==> src/rtl/fst_pkg.sv <==
package fst_pkg;
  typedef enum logic [1:0] {
    ST_IDLE = 2'd0,
    ST_HUNT = 2'd1,
    ST_SYNC = 2'd2,
    ST_LOST = 2'd3
  } trk_state_e;
endpackage

==> src/rtl/fst_strobe_decode.sv <==
module fst_strobe_decode (
  input  logic clk_en_i,
  input  logic val_i,
  input  logic pay_i,
  input  logic foh_i,
  input  logic eoh_i,
  output logic q_eoh_o,
  output logic q_tick_o,
  output logic q_pay_o,
  output logic q_clash_o
);
  logic q_any;
  assign q_any     = clk_en_i & val_i;
  assign q_eoh_o   = q_any & eoh_i;
  // path overhead wins over the other strobes on the same byte
  assign q_tick_o  = q_any & ~eoh_i;
  assign q_pay_o   = q_tick_o & pay_i;
  assign q_clash_o = q_tick_o & pay_i & foh_i;
endmodule

==> src/rtl/fst_sat_counter.sv <==
module fst_sat_counter #(
  parameter int W = 7
) (
  input  logic         clk_i,
  input  logic         rst_ni,
  input  logic         clr_i,
  input  logic         inc_i,
  output logic [W-1:0] cnt_o
);
  localparam logic [W-1:0] MAX = {W{1'b1}};

  always_ff @(posedge clk_i or negedge rst_ni) begin
    if (!rst_ni)                     cnt_o <= '0;
    else if (clr_i)                  cnt_o <= '0;
    else if (inc_i && cnt_o != MAX)  cnt_o <= cnt_o + 1'b1;
  end
endmodule

==> src/rtl/fst_lock_fsm.sv <==
module fst_lock_fsm
  import fst_pkg::*;
#(
  parameter int CNT_W     = 7,
  parameter int ROW_TICKS = 90,
  parameter int ROW_PAY   = 84
) (
  input  logic             clk_i,
  input  logic             rst_ni,
  input  logic             enable_i,
  input  logic             q_eoh_i,
  input  logic             q_tick_i,
  input  logic             q_pay_i,
  input  logic             q_clash_i,
  input  logic [CNT_W-1:0] tick_cnt_i,
  input  logic [CNT_W-1:0] pay_cnt_i,
  output trk_state_e       state_o,
  output logic             take_o
);
  localparam logic [CNT_W-1:0] LAST_TICK = CNT_W'(ROW_TICKS - 1);
  localparam logic [CNT_W-1:0] PAY_CNT   = CNT_W'(ROW_PAY);

  trk_state_e state_q, state_d;
  logic row_ok, overdue, bad;

  assign row_ok  = (tick_cnt_i == LAST_TICK) && (pay_cnt_i == PAY_CNT);
  assign overdue = q_tick_i && (tick_cnt_i == LAST_TICK);
  assign bad     = (q_eoh_i && !row_ok) || overdue || q_clash_i;

  always_comb begin
    state_d = state_q;
    if (!enable_i) begin
      state_d = ST_IDLE;
    end else begin
      unique case (state_q)
        ST_IDLE: state_d = ST_HUNT;
        ST_HUNT: if (q_eoh_i) state_d = ST_SYNC;
        ST_SYNC: if (bad) state_d = ST_LOST;
        ST_LOST: state_d = ST_LOST;
        default: state_d = ST_IDLE;
      endcase
    end
  end

  always_ff @(posedge clk_i or negedge rst_ni) begin
    if (!rst_ni) state_q <= ST_IDLE;
    else         state_q <= state_d;
  end

  assign state_o = state_q;
  assign take_o  = enable_i && (state_q == ST_SYNC) && q_pay_i && !overdue && !q_clash_i;
endmodule

==> src/rtl/fst_tx_driver.sv <==
module fst_tx_driver #(
  parameter int              DATA_W    = 8,
  parameter logic [DATA_W-1:0] IDLE_BYTE = '1
) (
  input  logic              clk_i,
  input  logic              rst_ni,
  input  logic              enable_i,
  input  logic              take_i,
  input  logic [DATA_W-1:0] data_i,
  output logic              slot_o,
  output logic [DATA_W-1:0] tx_data_o
);
  always_ff @(posedge clk_i or negedge rst_ni) begin
    if (!rst_ni) begin
      slot_o    <= 1'b0;
      tx_data_o <= IDLE_BYTE;
    end else if (!enable_i) begin
      slot_o    <= 1'b0;
      tx_data_o <= IDLE_BYTE;
    end else begin
      slot_o <= take_i;
      if (take_i) tx_data_o <= data_i;
    end
  end
endmodule

==> src/rtl/frame_strobe_tracker.sv <==
module frame_strobe_tracker
  import fst_pkg::*;
#(
  parameter int DATA_W    = 8,
  parameter int CNT_W     = 7,
  parameter int ROW_TICKS = 90,
  parameter int ROW_PAY   = 84
) (
  input  logic              clk_i,
  input  logic              rst_ni,
  input  logic              clk_en_i,
  input  logic              enable_i,
  input  logic              val_i,
  input  logic              pay_i,
  input  logic              foh_i,
  input  logic              eoh_i,
  input  logic [DATA_W-1:0] data_i,
  output logic              sync_o,
  output logic              corrupt_o,
  output logic              slot_o,
  output logic [DATA_W-1:0] tx_data_o
);
  localparam logic [DATA_W-1:0] IDLE_BYTE = {DATA_W{1'b1}};

  logic q_eoh, q_tick, q_pay, q_clash, take, cnt_clr;
  logic [CNT_W-1:0] tick_cnt, pay_cnt;
  trk_state_e state;

  fst_strobe_decode u_dec (
    .clk_en_i (clk_en_i),
    .val_i    (val_i),
    .pay_i    (pay_i),
    .foh_i    (foh_i),
    .eoh_i    (eoh_i),
    .q_eoh_o  (q_eoh),
    .q_tick_o (q_tick),
    .q_pay_o  (q_pay),
    .q_clash_o(q_clash)
  );

  assign cnt_clr = q_eoh | ~enable_i;

  fst_sat_counter #(.W(CNT_W)) u_tick_cnt (
    .clk_i (clk_i),
    .rst_ni(rst_ni),
    .clr_i (cnt_clr),
    .inc_i (q_tick),
    .cnt_o (tick_cnt)
  );

  fst_sat_counter #(.W(CNT_W)) u_pay_cnt (
    .clk_i (clk_i),
    .rst_ni(rst_ni),
    .clr_i (cnt_clr),
    .inc_i (q_pay),
    .cnt_o (pay_cnt)
  );

  fst_lock_fsm #(
    .CNT_W    (CNT_W),
    .ROW_TICKS(ROW_TICKS),
    .ROW_PAY  (ROW_PAY)
  ) u_fsm (
    .clk_i     (clk_i),
    .rst_ni    (rst_ni),
    .enable_i  (enable_i),
    .q_eoh_i   (q_eoh),
    .q_tick_i  (q_tick),
    .q_pay_i   (q_pay),
    .q_clash_i (q_clash),
    .tick_cnt_i(tick_cnt),
    .pay_cnt_i (pay_cnt),
    .state_o   (state),
    .take_o    (take)
  );

  fst_tx_driver #(
    .DATA_W   (DATA_W),
    .IDLE_BYTE(IDLE_BYTE)
  ) u_tx (
    .clk_i    (clk_i),
    .rst_ni   (rst_ni),
    .enable_i (enable_i),
    .take_i   (take),
    .data_i   (data_i),
    .slot_o   (slot_o),
    .tx_data_o(tx_data_o)
  );

  assign sync_o    = (state == ST_SYNC);
  assign corrupt_o = (state == ST_LOST);
endmodule

==> config.mk <==
export PLATFORM = sky130hd
export DESIGN_NAME = frame_strobe_tracker
export DESIGN_NICKNAME = d
export VERILOG_FILES = /design/src/rtl/fst_pkg.sv /design/src/rtl/fst_strobe_decode.sv /design/src/rtl/fst_sat_counter.sv /design/src/rtl/fst_lock_fsm.sv /design/src/rtl/fst_tx_driver.sv /design/src/rtl/frame_strobe_tracker.sv
export SDC_FILE = /design/constraint.sdc
export NUM_CORES = 1
export LEC_CHECK = 0
export ABC_AREA = 1
export ABC_CLOCK_PERIOD_IN_PS = 3700
export BUFFER_PORTS_ARGS = -buffer_cell sky130_fd_sc_hd__buf_2
export CAP_MARGIN = 20
export CORE_MARGIN = 1
export CORE_UTILIZATION = 40
export CTS_CLUSTER_DIAMETER = 60
export CTS_CLUSTER_SIZE = 12
export DETAILED_ROUTE_END_ITERATION = 12
export RECOVER_POWER = 25
export SETUP_SLACK_MARGIN = 0.2
export SYNTH_ARGS = -nofsm -noshare
export SYNTH_HDL_FRONTEND = slang
export SYNTH_HIERARCHICAL = 1
export SYNTH_SLANG_ARGS = --single-unit
==> constraint.sdc <==
create_clock -name clk_i -period 3.7 [get_ports clk_i]
set_input_delay 0.37 -clock clk_i [delete_from_list [all_inputs] [get_ports clk_i]]
set_output_delay 0.37 -clock clk_i [all_outputs]
set_load 0.02 [all_outputs]
==> reports/results.ini <==
[run_status]
status = completed

[yosys]
synth.area.top_cells = dfrtp_1, dfstp_2, nand2_1
synth.cell_area_mm2 = 0.00156
async_flop_share = 1.00
ys_top_cells_by_count = nand2_1, nand3_1, inv_1
synth_top_area_share = 0.273
synth.largest_area_cell = dfrtp_1
yosysMostFrequentCell = nand2_1
ys_ff_latch = 25
ys_seq_area_frac = 0.407
ys_types = 23
yosys_warnings = 6
ys.flop_type = dfrtp_1
syn_area_per_cell_um2 = 7.12
synth_nets = 237
synth_edf_count = 0
syn_inst = 219

[detailed_routing]
vias_per_cell = 4.72
drtIter0Drc = 123
dr_total_vias = 1382
first_pass_iters = 4
drc_errors = 0
finalWirelength_um = 3170
final_antenna_net_count = 0
wire_per_inst_um = 10.8

[critical_path]
crit_family = simple AND/OR/NAND/NOR gates
cp-start-kind = register
cp_slowest_cell = dfrtp_1
cp_num_buf_inv = 2
critPathArrivalTime_ns = 1.89
crit_path_cell_trace = inv_1 -> nand2_1 -> nor2_1 -> nand3_1 -> nand2_1 -> nor2_1 -> inv_2 -> nand3_1 -> nand2_1
max_stage_delay_ns = 0.50
critical_path_class = reg2reg
crit_top_cell = nand2_1
worst_setup_path_end_kind = register
cp_max_fo = 10
required_ns = 3.91

[min_path]
hold_class = in2reg

[power]
leakagePower_nw = 0.963
power.internal_mw = 0.411
p_per_area_mw_per_mm2 = 336
power_frac_seq = 0.523
ir_worst_vdd_mv = 0.203
clockPowerShare = 0.285
pwr-share-comb = 0.192
power.total_mw = 0.594
p_switching_mw = 0.182
p_sw_frac = 0.307

[place]
hpwl_um = 2300
post-place-ws_ns = 1.93
io_buffer_count = 26
gp_congestion = 0.806
dpl.cell_count = 289
placed_area_mm2 = 0.00172

[sta]
fin_ws_ns = 2.01
fmax_mhz = 593
slew_violations = 0
hold_viol_final = 0
slew_headroom = 0.0933
finClkSkew_ns = 0.00553
holdWs_ns = 0.305
rsz0062_at_grt = false
fin_tns_setup_ns = 0
worst_slew_pin_slew_ns = 1.36
finalCritPeriodShare = 0.456
setup_viol = 0
fin_crit_ns = 1.69

[cts]
cts.sinks = 25
cts_tree = done
cts_root_buf = clkbuf_8
cts_resized = 0
post-cts-setup-buffers = 0
cts_hold_buffers = 0
numCtsBuffers = 3
cts_buffer_depth = 2
htree_levels = 1
clk-insertion-delay-late_ns = 0.27
cts.clk_slew.worst_paths_ns = 0.10

[run]
cap_viol_max_count = 0

[grt]
globalRoute.totalOverflow = 0
grt_max_degree = 26
grt_first_pass_wirelength_um = 5580
grt_usage = 0.169
grt_pass1_vias = 1231
antenna_found_initial = 0

[final_layout]
postLayoutCoreUtil = 0.479
layout-drive-gt1-share = 0.212
final_cells = 293
nNetsFinal = 264
fin_area_mm2 = 0.00177
syn_to_final_growth_pct = 13.2
antenna_cells = 0

[floorplanning]
fp-row-count = 22
core_area_mm2 = 0.00369
die_w_um = 64.5
io_pins = 27
initial_utilization = 0.423
die-area_mm2 = 0.00415
die_y_um = 64.5

==> worst paths after layout <==
path | slack [ns] | start | depth (start not counted) | endpoint
worst max register to register | 2.01 | u_tick_cnt/cnt_o[2] | 9 | u_tx/tx_data_o[4]
max in group asynchronous | 2.52 | rst_ni | 1 | u_tick_cnt/cnt_o[3]
min in group asynchronous | 0.39 | rst_ni | 1 | u_tx/slot_o
worst max-delay path | 2.01 | u_tick_cnt/cnt_o[2] | 9 | u_tx/tx_data_o[4]
worst min-delay path | 0.30 | data_i[1] | 3 | u_tx/tx_data_o[1]
worst min register to register | 0.49 | u_tx/tx_data_o[2] | 2 | u_tx/tx_data_o[2]
==> power by group through the flow <==
stage	logic [mW]	clock network, mW	registers [mW]
floorplan	0.0721	0	0.320
detailed placement	0.115	0	0.315
global route	0.130	0.189	0.313
CTS	0.116	0.178	0.311
global placement	0.114	0	0.315
finish	0.114	0.169	0.310
==> worst register-to-register path: cells and delay by family (launching register included) <==
kind                   cells  cell delay, ns
and+or+nand+nor            7            0.87
DFF                        1            0.50
buffers and inverters      2            0.26
==> flip-flops by register name, summed over array words and instances, names as in the netlist <==
register          flops
u_fsm/state_o         2
u_tx/slot_o           1
u_tx/tx_data_o        8
u_tick_cnt/cnt_o      7
u_pay_cnt/cnt_o       7
==> layout make-up <==
| type | instances | area [µm²] |
|---|---|---|
| Sequential cell | 25 | 636 |
| Fill cell | 383 | 1920 |
| Multi-Input combinational cell | 149 | 738 |
| Tap cell | 48 | 60.1 |
| Clock buffer | 3 | 41.3 |
| Timing Repair Buffer | 26 | 129 |
| Inverter | 41 | 154 |
| Clock inverter | 1 | 7.51 |
==> metal layers <==
metal  track usage  share of wire  vias to the layer above
li1              -              -                      735
met2         0.276           0.44                       35
met4        0.0250         0.0060                        0
met3        0.0211          0.038                        2
met5             0              0                        -
met1         0.244           0.51                      610
==> cells in the final DEF (no fill, tap or decap), types with 2 or more instances in the layout <==
master	n
dfstp_2	8
nand3_2	4
nor3_1	3
nand3_1	38
o21ai_4	2
o21a_1	2
dfrtp_1	17
clkbuf_8	3
ha_1	2
nand4_1	2
a21oi_1	8
nand2_1	56
nor2_1	24
nor2_2	2
inv_2	4
inv_1	37
buf_2	25
==> logic make-up after synthesis <==
kind of cell,after synthesis,share of synthesized area
adder cells (fa/ha/maj),2,0.0160
AND/OR/NAND/NOR,133,0.395
flip-flops,25,0.407
AO/OA/AOI/OAI,14,0.0625
buffers and inverters,45,0.119
(Power assumes the default switching activity.)
